## config.mk

```make
export PLATFORM = sky130hd
export DESIGN_NAME = dbg_entry_ctrl
export DESIGN_NICKNAME = d
export VERILOG_FILES = /design/src/rtl/dbg_pkg.sv /design/src/rtl/dbg_trace_cnt.sv /design/src/rtl/dbg_entry_seq.sv /design/src/rtl/dbg_status_enc.sv /design/src/rtl/dbg_entry_ctrl.sv
export SDC_FILE = /design/constraint.sdc
export NUM_CORES = 1
export LEC_CHECK = 0
export BUFFER_PORTS_ARGS = -buffer_cell sky130_fd_sc_hd__buf_2
export CAP_MARGIN = 5
export CORE_UTILIZATION = 41
export DETAILED_ROUTE_END_ITERATION = 8
export HOLD_SLACK_MARGIN = 0.05
export PLACE_DENSITY_LB_ADDON = 0.05
export SYNTH_ARGS = -nofsm -noshare
export SYNTH_HDL_FRONTEND = slang
export SYNTH_SLANG_ARGS = --single-unit
```

## constraint.sdc

```tcl
create_clock -name clk -period 3.5 [get_ports clk]
set_clock_uncertainty 0.1 [all_clocks]
set_input_delay 0.35 -clock clk [delete_from_list [all_inputs] [get_ports clk]]
set_output_delay 0.35 -clock clk [all_outputs]
set_load 0.1 [all_outputs]
```

## src/rtl/dbg_pkg.sv

```systemverilog
// Package: shared encodings for the debug entry and trace controller.
// Assumes: the core decodes only the run and debug status codes.
package dbg_pkg;

    // Core status field codes shown to the core and the debug host.
    typedef enum logic [1:0] {
        CST_RUN   = 2'b00,
        CST_DEBUG = 2'b11
    } core_st_t;

    // Default trace counter width.
    localparam int TRACE_W = 16;

endpackage

```

## src/rtl/dbg_trace_cnt.sv

```systemverilog
// Module: dbg_trace_cnt
// Down counter of retired instructions. A write has priority over a
// decrement in the same cycle. Assumes dec_en is given only when the
// count is non-zero (the sequencer gates it), so no wrap occurs.
module dbg_trace_cnt #(
    parameter int W = 16
) (
    input  logic         clk,
    input  logic         rst_n,
    input  logic         wr_en,
    input  logic [W-1:0] wdata,
    input  logic         dec_en,
    output logic [W-1:0] count,
    output logic         zero
);

    localparam logic [W-1:0] ONE = {{(W-1){1'b0}}, 1'b1};

    // Counter register: clear on reset, load on write, else step down.
    always_ff @(posedge clk) begin
        if (!rst_n) begin
            count <= '0;
        end else if (wr_en) begin
            count <= wdata;
        end else if (dec_en) begin
            count <= count - ONE;
        end
    end

    // Zero detect, used by the sequencer to fire the trace halt.
    always_comb begin
        zero = (count == '0);
    end

endmodule

```

## src/rtl/dbg_entry_seq.sv

```systemverilog
// Module: dbg_entry_seq
// Debug entry sequencer. It holds the halted state, the security lock,
// the trace arm bit, the request-release tracker and the trace flag.
// Assumes instr_done marks a retire in the current cycle, so a halt
// taken on that edge lands between instructions.
module dbg_entry_seq (
    input  logic clk,
    input  logic rst_n,
    input  logic instr_done,
    input  logic ext_req,
    input  logic sec_en,
    input  logic unlock_wr,
    input  logic exit_dbg,
    input  logic trace_en,
    input  logic cnt_zero,
    output logic in_dbg,
    output logic locked,
    output logic armed,
    output logic cmd_ok,
    output logic trace_hit,
    output logic dec_en,
    output logic wr_allow
);

    logic req_seen_low;
    logic live;
    logic fire_ext;
    logic fire_trace;
    logic take_exit;

    // Trigger decode: which halt sources fire on this edge.
    always_comb begin
        live       = !in_dbg && !locked;
        fire_ext   = live && ext_req && instr_done;
        fire_trace = live && armed && instr_done && cnt_zero;
        dec_en     = live && armed && instr_done && !cnt_zero;
        wr_allow   = !locked;
        take_exit  = in_dbg && exit_dbg && req_seen_low;
        cmd_ok     = in_dbg && req_seen_low;
    end

    // Security lock: captured from sec_en in reset, dropped by unlock write.
    always_ff @(posedge clk) begin
        if (!rst_n) begin
            locked <= sec_en;
        end else if (unlock_wr) begin
            locked <= 1'b0;
        end
    end

    // Halted state: request held in reset, run triggers, exit strobe.
    always_ff @(posedge clk) begin
        if (!rst_n) begin
            in_dbg <= ext_req && !sec_en;
        end else if (take_exit) begin
            in_dbg <= 1'b0;
        end else if (fire_ext || fire_trace) begin
            in_dbg <= 1'b1;
        end
    end

    // Trace arm bit: set on exit if enabled, dropped on any halt.
    always_ff @(posedge clk) begin
        if (!rst_n) begin
            armed <= 1'b0;
        end else if (take_exit) begin
            armed <= trace_en;
        end else if (fire_ext || fire_trace) begin
            armed <= 1'b0;
        end
    end

    // Request-release tracker: low-level of ext_req seen since the halt.
    always_ff @(posedge clk) begin
        if (!rst_n) begin
            req_seen_low <= 1'b0;
        end else if (!in_dbg || take_exit) begin
            req_seen_low <= 1'b0;
        end else if (!ext_req) begin
            req_seen_low <= 1'b1;
        end
    end

    // Trace occurrence flag: set by a trace halt, cleared on exit.
    always_ff @(posedge clk) begin
        if (!rst_n) begin
            trace_hit <= 1'b0;
        end else if (take_exit) begin
            trace_hit <= 1'b0;
        end else if (fire_trace) begin
            trace_hit <= 1'b1;
        end
    end

endmodule

```

## src/rtl/dbg_status_enc.sv

```systemverilog
// Module: dbg_status_enc
// Maps the halted state onto the core-facing outputs: status code,
// halt request and active-low acknowledge drive enable.
// Assumes in_dbg is a registered level.
module dbg_status_enc
    import dbg_pkg::*;
(
    input  logic       in_dbg,
    output logic [1:0] core_status,
    output logic       halt_req,
    output logic       ack_oe_n
);

    core_st_t st;

    // Status encoding and acknowledge drive from the halted state.
    always_comb begin
        st          = in_dbg ? CST_DEBUG : CST_RUN;
        core_status = st;
        halt_req    = in_dbg;
        ack_oe_n    = !in_dbg;
    end

endmodule

```

## src/rtl/dbg_entry_ctrl.sv

```systemverilog
// Module: dbg_entry_ctrl (top)
// Debug entry and trace controller. It ties together the trace counter,
// the entry sequencer and the status encoder.
// Assumes a synchronous active-low reset and single-cycle strobes.
module dbg_entry_ctrl #(
    parameter int CNT_W = dbg_pkg::TRACE_W
) (
    input  logic             clk,
    input  logic             rst_n,
    input  logic             instr_done,
    input  logic             ext_req,
    input  logic             sec_en,
    input  logic             unlock_wr,
    input  logic             trace_en,
    input  logic             exit_dbg,
    input  logic             cnt_wr,
    input  logic [CNT_W-1:0] cnt_wdata,
    output logic [CNT_W-1:0] cnt_rdata,
    output logic             halt_req,
    output logic             ack_oe_n,
    output logic [1:0]       core_status,
    output logic             trace_hit,
    output logic             cmd_ok
);

    logic in_dbg;
    logic unit_locked;
    logic trace_armed;
    logic cnt_zero;
    logic dec_en;
    logic wr_allow;
    logic cnt_we;

    // Counter writes are dropped while the security lock is held.
    always_comb begin
        cnt_we = cnt_wr && wr_allow;
    end

    dbg_trace_cnt #(.W(CNT_W)) u_cnt (
        .clk    (clk),
        .rst_n  (rst_n),
        .wr_en  (cnt_we),
        .wdata  (cnt_wdata),
        .dec_en (dec_en),
        .count  (cnt_rdata),
        .zero   (cnt_zero)
    );

    dbg_entry_seq u_seq (
        .clk        (clk),
        .rst_n      (rst_n),
        .instr_done (instr_done),
        .ext_req    (ext_req),
        .sec_en     (sec_en),
        .unlock_wr  (unlock_wr),
        .exit_dbg   (exit_dbg),
        .trace_en   (trace_en),
        .cnt_zero   (cnt_zero),
        .in_dbg     (in_dbg),
        .locked     (unit_locked),
        .armed      (trace_armed),
        .cmd_ok     (cmd_ok),
        .trace_hit  (trace_hit),
        .dec_en     (dec_en),
        .wr_allow   (wr_allow)
    );

    dbg_status_enc u_enc (
        .in_dbg      (in_dbg),
        .core_status (core_status),
        .halt_req    (halt_req),
        .ack_oe_n    (ack_oe_n)
    );

endmodule

```

==> out/results.txt, run 1 <==
Peak VDD IR -> 174.6 uV
# port buffers -> 46
Mapped Area -> 0.001279 sq mm
Slew @ Worst Pin -> 0.9606 ns
Initial Util -> 44.82%
Gate Count Post-Synth -> 153
Die Y -> 57.85 um
Leakage -> 0.6332 nW
Crit end category -> register
Placer congestion estimate -> 0.8210
Crit Path Max Fanout -> 16
CTS buffer count -> 3
Finished Layout Cells -> 226
Final routed DRC violation total -> 4
Post-Route WL -> 3353 um
Routed vias -> 1344
Hold Fails Final Rpt -> 0
Core box area -> 0.002853 sq mm
Die extent in x -> 57.85 um
Vias per inst -> 5.947
Area Growth Syn to Fin -> 19.67%
Status -> finished with violations
Post-Syn Nets -> 179
Hold buffers post-CTS -> 0
RSZ-0062 raised after global routing -> no
Fmax -> 406.3 MHz
Die Area -> 0.003346 sq mm
Seq cells post-synth -> 21
Inst Count DP -> 222
Final global-route overflow total -> 0
Area of the multi-input gates -> 774.5 sq um
Drt first pass iters -> 6
Commonest non-fill, non-tap cell in the layout -> buf_2
Commonest cells after routing, fill and taps aside -> 46 x buf_2, 19 x dfxtp_1, 14 x o21ai_0
First-pass GRT wire length -> 5547 um
Kind of critical path -> reg2reg
Max-slew violations -> 0
Hold Crit Class -> in2reg
Initial antenna violation count -> 0
CTS max path bufs -> 2
Maxcap violations -> 0
DR iter-0 viols -> 61
DP HPWL -> 2426 um
# H-tree levels -> 1
Gr usage total -> 20.90%
Post-synth ARST share -> 0%
Setup violators final -> 0
Resized Gates After CTS -> 0
WP data required -> 3.45 ns
WL/cell -> 14.84 um
I/O Pins -> 47
Setup TNS -> 0 ns
Ys flop type -> dfxtp_1
CTS sink cnt -> 21
Syn. warnings -> 0
Share of cells above drive strength 1 -> 30.26%
Clk slew on worst S/H paths -> 0.14 ns
Violated checks -> DRC
Post-synth cell types -> 41
TritonCTS clock tree -> done
Register area -> 440.4 sq um
Clock latency on the worst-skew pair -> 0.31 ns
Crit path DAT -> 2.42 ns
Final Cycle Share -> 70.32%
Detail Route Antenna Nets -> 0
Root buffer cell -> clkbuf_4
Tmin final -> 2.461 ns
Total power per unit cell area -> 448.4 mW/mm^2
Largest net degree at the start of global routing -> 29
Worst rel slew slack -> 35.96%
# diodes -> 0
Mean Syn Cell Area -> 8.358 sq um
Startpoint Class -> register
FP Rows -> 19
Filler instances -> 297
Post-CTS setup buffer count -> 0
Vias in the first global route -> 1177
Proportion of synthesized chip area in sequential cells -> 34.44%
Post-synth EDFFs -> 2
Nets@finish -> 222
==> flip-flops by register name, summed over array words and instances (netlist names) <==
register	flops
u_seq.in_dbg	1
u_seq.trace_hit	1
u_seq.armed	1
u_seq.locked	1
u_seq.req_seen_low	1
u_cnt.count	16
==> power by group <==
part / total, W / internal, W / switching [W]
Combinational: 0.000277 / 0.0000653 / 0.000212
Clock: 0.000124 / 0.0000426 / 0.0000814
Sequential: 0.000285 / 0.000261 / 0.0000245
==> cell families (layout without fill, tap and decap cells) <==
family                   after synthesis  after routing  share of synthesized area, %
flip-flops                            21             21                         34.44
AND/OR/NAND/NOR                       69             69                         33.95
AO/OA/AOI/OAI                         47             47                         23.87
buffers and inverters                 13             55                         4.989
multiplexers                           2              2                         1.761
adder cells (fa/ha/maj)                1              1                        0.9783
==> metrics by stage <==
stage          instance area (sq um)  util (%)  setup WS (ns)  hold WS [ns]  total power (W)
3_5_place_dp                    1503     52.68          1.051        0.3591        0.0005676
2_1_floorplan                   1279         -         0.8023        0.3719        0.0005165
6_report                        1530     53.64          1.039        0.1585        0.0006862
5_1_grt                         1530     53.64         0.8500        0.1608        0.0007158
4_1_cts                         1530     53.64          1.037        0.1479        0.0006917
3_3_place_gp                    1503     52.68          1.137        0.3644        0.0005636
==> final cells by class <==
cell class	instances	area share [%]
Timing Repair Buffer	46	15.04
Clock inverter	1	0.3271
Clock buffer	3	1.472
Inverter	5	1.226
Multi-Input combinational cell	119	50.61
Tap cell	31	2.535
Sequential cell	21	28.78
==> worst paths after layout <==
path / slack (ns) / end / from / cells past startpoint
worst max-delay path: 1.04 / u_seq.in_dbg / u_cnt.count[0] / 6
worst min-delay path: 0.16 / u_cnt.count[1] / cnt_wdata[1] / 3
worst max register to register: 1.04 / u_seq.in_dbg / u_cnt.count[0] / 6
worst min register to register: 0.39 / u_seq.trace_hit / u_seq.trace_hit / 2
==> critical path, stage by stage, from the launching register on <==
cell and delay (ns):
dfxtp_1 0.37, inv_1 0.09, ha_1 0.22, or4b_1 0.52, nor4_4 0.58, a21o_1 0.21, a21o_1 0.11
==> metal layers <==
layer	GRT usage, %	wire length [um]
met1	30.69	1622
met2	32.51	1551
met3	2.009	161
met4	6.122	17
met5	0	0
==> Yosys cell counts, drive strengths merged (3+ instances only) <==
cell type / number / share of area, %
dfxtp: 19 / 30
a31oi: 12 / 5.9
nor2: 8 / 2.3
buf: 4 / 2.3
clkbuf: 4 / 1.2
inv: 5 / 1.5
nand2b: 3 / 1.5
nor4: 5 / 4.1
o211ai: 3 / 1.8
nor3: 3 / 1.2
o31ai: 7 / 4.1
nand2: 13 / 3.8
nor2b: 4 / 2.0
or4: 11 / 7.0
o21ai: 16 / 6.3
or3: 10 / 4.9
Note: power is estimated with default switching activity, not from simulation.
==> run 2: changes to the inputs <==
==> constraint.sdc (replaced) <==
create_clock -name clk -period 2 [get_ports clk]
set_clock_uncertainty 0.1 [all_clocks]
set_input_delay 0.2 -clock clk [delete_from_list [all_inputs] [get_ports clk]]
set_output_delay 0.2 -clock clk [all_outputs]
set_load 0.1 [all_outputs]
==> out/results.txt, run 2 (same netlist as run 1, synthesis figures left out) <==
Most flop-heavy register -> u_cnt.count
Placed inst area -> 0.001732 sq mm (+15%)
WP data required -> 1.95 ns (-1.50 ns)
Crit path DAT -> 1.95 ns (-0.47 ns)
CP Cell Sequence -> or4_4, nor4_4, buf_6, a21o_1, a21o_1
R2R Path Start -> u_cnt.count[8]
Biggest cell delay along the critical path -> 0.57 ns (about the same)
Gr usage total -> 23.20% (+2.3 points)
Worst hold start -> unlock_wr
Leakage -> 0.7773 nW (+23%)
Slew @ Worst Pin -> 0.4888 ns (-0.4718 ns)
Violated checks -> DRC, setup timing
Area Growth Syn to Fin -> 42.47%
# diodes -> 0 (unchanged)
DP HPWL -> 2797 um (+15%)
Fmax -> 499.3 MHz (+23%)
Finished Layout Cells -> 252 (+12%)
Drt first pass iters -> 6 (unchanged)
Root buffer cell -> clkbuf_4
# port buffers -> 46 (unchanged)
Initial Util -> 44.82% (unchanged)
Peak VDD IR -> 331.2 uV (+90%)
Final global-route overflow total -> 0 (unchanged)
Vias in the first global route -> 1351 (+15%)
Kind of critical path -> reg2reg
Routed vias -> 1455 (+8.3%)
CTS sink cnt -> 21 (unchanged)
Combinational power share -> 44.6% (+4.2 points)
P_int -> 0.0007058 W (+91%)
Switch Pwr -> 0.0005755 W (+81%)
Placer congestion estimate -> 0.8425 (+2.6%)
Maxcap violations -> 0 (unchanged)
Commonest non-fill, non-tap cell in the layout -> buf_2
Slowest stage cell, crit path -> or4_4
WL/cell -> 14.39 um (-3.0%)
Crit end category -> register
Cell mode on critical path -> a21o_1
CTS buffer count -> 3 (unchanged)
Hold Fails Final Rpt -> 0 (unchanged)
FP Rows -> 19 (unchanged)
DR iter-0 viols -> 48 (-21%)
Initial antenna violation count -> 0 (unchanged)
Final setup margin -> -0.002935 ns (-1.042 ns)
Filler instances -> 265 (-11%)
Largest register FFs -> 16 (unchanged)
Die extent in x -> 57.85 um (unchanged)
Inst Count DP -> 243 (+9.5%)
Nets@finish -> 248 (+12%)
Crit Path Max Fanout -> 8 (-8)
Die Y -> 57.85 um (unchanged)
Net Sw Frac -> 44.92% (-1.4 points)
Die Area -> 0.003346 sq mm (unchanged)
Clock latency on the worst-skew pair -> 0.31 ns (about the same)
Core box area -> 0.002853 sq mm (unchanged)
Share of cells above drive strength 1 -> 49.32% (+19 points)
Hold Crit Class -> in2reg
CTS max path bufs -> 2 (unchanged)
Clock Power Share -> 16.7% (-1.4 points)
Seq pwr share -> 38.6% (-3.0 points)
# H-tree levels -> 1 (unchanged)
Post-place setup slack -> 0.003448 ns (-1.048 ns)
Commonest cells after routing, fill and taps aside -> 46 x buf_2, 22 x buf_4, 14 x o21ai_0
Clk slew on worst S/H paths -> 0.13 ns (about the same)
TritonCTS clock tree -> done
Max-slew violations -> 0 (unchanged)
Final Cell Area -> 0.001822 sq mm (+19%)
Post-Route WL -> 3626 um (+8.1%)
Largest net degree at the start of global routing -> 18 (-38%)
Hold WS -> 0.07019 ns (-0.08829 ns)
First-pass GRT wire length -> 6134 um (+11%)
Vias per inst -> 5.774 (-2.9%)
Status -> finished with violations
Critical Path Start -> u_cnt.count[8]
Tmin final -> 2.003 ns (-0.4582 ns)
RSZ-0062 raised after global routing -> yes
Final Util -> 63.86% (+10 points)
I/O Pins -> 47 (unchanged)
Final routed DRC violation total -> 4 (unchanged)
Total power per unit cell area -> 703.4 mW/mm^2 (+57%)
Worst rel slew slack -> 67.64% (+32 points)
Final Cycle Share -> 100.1% (+30 points)
Detail Route Antenna Nets -> 0 (unchanged)
Setup violators final -> 1 (+1)
Startpoint Class -> register
-- run 2: cell type report --
type	count	area (sq um)	share of cell area (%)
repair buffers	72	436.7	23.97
clock buffers	3	22.52	1.236
multi-input cells	119	819.5	44.99
inverters	5	18.77	1.030
clock inverters	1	5.005	0.2747
well taps	31	38.79	2.129
flip-flops and latches	21	480.5	26.37
-- run 2: timing repair --
action / CTS / global route
pin swaps: 1 / 0
hold endpoints to repair: 3 / 0
hold buffers: 3 / 0
endpoints found under the setup margin: 3 / 11
gates resized for setup: 1 / 2
buffers inserted: 1 / 1
-- run 2: path summary, 6_finish.rpt --
check,endpoint,slack (ns),depth (start not counted)
worst min-delay path,u_seq.locked,0.07,2
worst max register to register,u_seq.in_dbg,-0.003,5
worst max-delay path,u_seq.in_dbg,-0.003,5
worst min register to register,u_seq.trace_hit,0.39,2
-- run 2: power groups by stage --
stage                     registers (W)  clock network, W  logic (W)
final                          0.000495          0.000215   0.000572
after global routing           0.000501          0.000236   0.000611
after CTS                      0.000494          0.000220   0.000563
after detailed placement       0.000503                 0   0.000552
after global placement         0.000500                 0   0.000546
after floorplan                0.000698                 0   0.000219
-- run 2: worst max-delay path, delay by kind of cell, from the launching register on --
family                 cells  cell delay [ns]
AND/OR/NAND/NOR            2             0.89
flip-flops                 1             0.36
AO/OA/AOI/OAI              2             0.23
buffers and inverters      1             0.17
-- run 2: metrics by stage --
stage / power (W) / TNS [ns]
floorplan: 0.0009168 / -2.617
global placement: 0.001046 / 0
detailed placement: 0.001056 / 0
CTS: 0.001276 / 0
global route: 0.001347 / -0.1757
finish: 0.001281 / -0.002935
-- run 2: per-layer routing --
layer	global-route usage, %	share of wire [%]
met1	29.28	46
met2	39.90	48
met3	2.902	3.9
met4	9.524	1.6
met5	0	0
==> run 3: changes to the inputs <==
--- a/config.mk
+++ b/config.mk
@@ -5,6 +5,7 @@
 export SDC_FILE = /design/constraint.sdc
 export NUM_CORES = 1
 export LEC_CHECK = 0
+export ABC_AREA = 1
 export BUFFER_PORTS_ARGS = -buffer_cell sky130_fd_sc_hd__buf_2
 export CAP_MARGIN = 5
 export CORE_UTILIZATION = 41
==> out/results.txt, run 3 <==
Most flop-heavy register -> u_cnt.count
Ys flop type -> dfxtp_1
DR iter-0 viols -> 66 (+38%)
TritonCTS clock tree -> done
# diodes -> 0 (unchanged)
Gate Count Post-Synth -> 246 (+61%)
Crit path DAT -> 1.94 ns (about the same)
Top post-synthesis cells by area -> dfxtp_1 26%, nand2_1 17%, nor2_1 15%
Initial antenna violation count -> 0 (unchanged)
FP Rows -> 21 (+2)
DP HPWL -> 2785 um (-0.45%)
Max-slew violations -> 0 (unchanged)
Kind of critical path -> reg2reg
Seq pwr share -> 36.4% (-2.2 points)
Nets@finish -> 318 (+28%)
Final global-route overflow total -> 0 (unchanged)
Final routed DRC violation total -> 0 (-4)
Worst rel slew slack -> 67.60% (about the same)
Hold Fails Final Rpt -> 0 (unchanged)
I/O Pins -> 47 (unchanged)
# H-tree levels -> 1 (unchanged)
R2R setup slack -> 0.21 ns (+0.21 ns)
Largest register FFs -> 16 (unchanged)
Mean Syn Cell Area -> 5.941 sq um (-29%)
Total power per unit cell area -> 793.8 mW/mm^2 (+13%)
Startpoint Class -> register
Slew @ Worst Pin -> 0.4894 ns (+0.0005881 ns)
Share of cells above drive strength 1 -> 27.84% (-21 points)
Mapped Area -> 0.001461 sq mm (+14%)
Peak VDD IR -> 390.9 uV (+18%)
Post-synth EDFFs -> 2 (unchanged)
Post-place setup slack -> 0.2202 ns (+0.2167 ns)
Inst Count DP -> 332 (+37%)
Status -> completed
Detail Route Antenna Nets -> 0 (unchanged)
Final Cycle Share -> 89.50% (-11 points)
Final Total Pwr -> 0.001413 W (+10%)
Leakage -> 0.9358 nW (+20%)
# port buffers -> 46 (unchanged)
Yosys top cell area share -> 26.03% (-3.7 points)
Setup violators final -> 0 (-1)
Worst hold start -> trace_en
Finished Layout Cells -> 337 (+34%)
Root buffer cell -> clkbuf_4
Clock latency on the worst-skew pair -> 0.31 ns (about the same)
Core box area -> 0.003363 sq mm (+18%)
Post-synth ARST share -> 0% (unchanged)
Switch Pwr -> 0.0007045 W (+22%)
P_int -> 0.0007088 W (+0.42%)
Post-Syn Nets -> 272 (+52%)
Final setup margin -> 0.2100 ns (+0.2130 ns)
Maxcap violations -> 0 (unchanged)
Gr usage total -> 20.62% (-2.6 points)
Routed vias -> 1601 (+10%)
R2R Path Start -> u_cnt.count[0]
Seq cells post-synth -> 21 (unchanged)
Post-CTS setup buffer count -> 0 (-1)
Commonest non-fill, non-tap cell in the layout -> nand2_1
Vias per inst -> 4.751 (-18%)
Worst R2R End -> u_cnt.count[5]
Area Growth Syn to Fin -> 21.83%
CTS sink cnt -> 21 (unchanged)
Largest net degree at the start of global routing -> 23 (+5)
Commonest cells after routing, fill and taps aside -> 62 x nand2_1, 57 x nor2_1, 46 x buf_2
Setup TNS -> 0 ns (+0.002935 ns)
Crit Path Max Fanout -> 19 (+11)
Post-Route WL -> 3713 um (+2.4%)
WL/cell -> 11.02 um (-23%)
Crit end category -> register
Die extent in x -> 61.70 um (+6.7%)
First-pass GRT wire length -> 5747 um (-6.3%)
Vias in the first global route -> 1292 (-4.4%)
Biggest cell delay along the critical path -> 0.34 ns (-0.23 ns)
RSZ-0062 raised after global routing -> no
CTS max path bufs -> 2 (unchanged)
Hold endpoint -> u_seq.armed
Register-to-Register Path Depth -> 10 (+5)
CP Cell Sequence -> inv_1, ha_1, nand2_2, nor2_4, nand2_4, nand2_8, nand2_4, inv_2, nor2_1, nor2_1
Slowest stage cell, crit path -> dfxtp_2
Hold Crit Class -> in2reg
Count leader, synth -> nand2_1
Placer congestion estimate -> 0.8470 (+0.53%)
Die Area -> 0.003807 sq mm (+14%)
Drt first pass iters -> 4 (-2)
Syn. warnings -> 0 (unchanged)
Net Sw Frac -> 49.85% (+4.9 points)
WP data required -> 2.15 ns (+0.20 ns)
Post-synth cell types -> 28 (-32%)
Combinational power share -> 48.4% (+3.8 points)
Proportion of synthesized chip area in sequential cells -> 30.14% (-4.3 points)
Synth cell count leaders -> 65 x nand2_1, 57 x nor2_1, 26 x inv_1
Die Y -> 61.70 um (+6.7%)
CTS buffer count -> 3 (unchanged)
Initial Util -> 43.45% (-1.4 points)
WHS Path Cells -> 3 (+1)
Dominant cell type by area after synthesis -> dfxtp_1
Tmin final -> 1.790 ns (-0.2130 ns)
Clock Power Share -> 15.2% (-1.5 points)
Fmax -> 558.7 MHz (+12%)
Clk slew on worst S/H paths -> 0.12 ns (about the same)
-- run 3: cell types whose count changed after synthesis, sizes merged, moves of 5 or more --
cell / delta
a31oi: -12
or3: -10
nand2: +56
inv: +23
nor4: -5
o31ai: -6
o21ai: +6
nor2: +55
or4: -11
nand3: +15
a21oi: +5
-- run 3: worst max-delay path by stage --
stage | cells past startpoint | from | endpoint | slack, ns
3_5_place_dp | 10 | u_cnt.count[0] | u_cnt.count[5] | 0.22
6_report | 10 | u_cnt.count[0] | u_cnt.count[5] | 0.21
5_1_grt | 10 | u_cnt.count[0] | u_cnt.count[5] | 0.05
2_1_floorplan | 5 | u_seq.in_dbg | u_seq.in_dbg | -0.17
3_3_place_gp | 10 | u_cnt.count[0] | u_cnt.count[8] | 0.30
4_1_cts | 10 | u_cnt.count[0] | u_cnt.count[5] | 0.19
-- run 3: worst max-delay path: cells and delay by family (launching register included) --
kind,cells,cell delay [ns]
flip-flops,1,0.34
adder cells (fa/ha/maj),1,0.22
AND/OR/NAND/NOR,7,0.78
buffers and inverters,2,0.30
-- run 3: metrics by stage --
stage	utilization (%)	cell area, sq um	hold WS [ns]
2_1_floorplan	-	1486	0.2858
3_3_place_gp	51.86	1744	0.3334
3_5_place_dp	51.86	1744	0.3377
4_1_cts	52.94	1780	0.06170
5_1_grt	52.94	1780	0.08116
6_report	52.94	1780	0.06502
-- run 3: metal layers --
| layer | GRT usage, % | wire [um] |
|---|---|---|
| met3 | 2.899 | 159 |
| met2 | 33.64 | 1661 |
| met5 | 0 | 0 |
| met4 | 7.302 | 49 |
| met1 | 27.88 | 1841 |
-- run 3: what timing repair did --
action                                 CTS  global route
resized for setup                        0             0
hold buffers                             1             0
endpoints found under the hold margin    1             0
-- run 3: cell type report --
cell class / instances / area, sq um
fillers: 382 / 1583
multi-input cells: 188 / 870.8
flip-flops and latches: 21 / 454.2
repair buffers: 50 / 262.8
inverters: 28 / 108.9
well taps: 46 / 57.56
clock buffers: 4 / 26.28
-- run 3: logic make-up (layout without fill, tap and decap cells) --
group,count (synthesis),count (layout),synth area share [%]
and+or+nand+nor,154,154,45.63
buffers and inverters,37,82,10.79
AOI/OAI and AO/OA,32,32,11.99
DFF,21,21,30.14
adders and majority gates,1,1,0.8560
xor gates and xnor gates,1,1,0.5994
-- run 3: power groups by stage --
stage	clock [W]	sequential [W]	combinational [W]
after floorplan	0	0.000743	0.000344
after global placement	0	0.000524	0.000685
after detailed placement	0	0.000524	0.000684
after CTS	0.000221	0.000515	0.000687
after global routing	0.000242	0.000524	0.000753
final	0.000215	0.000515	0.000684
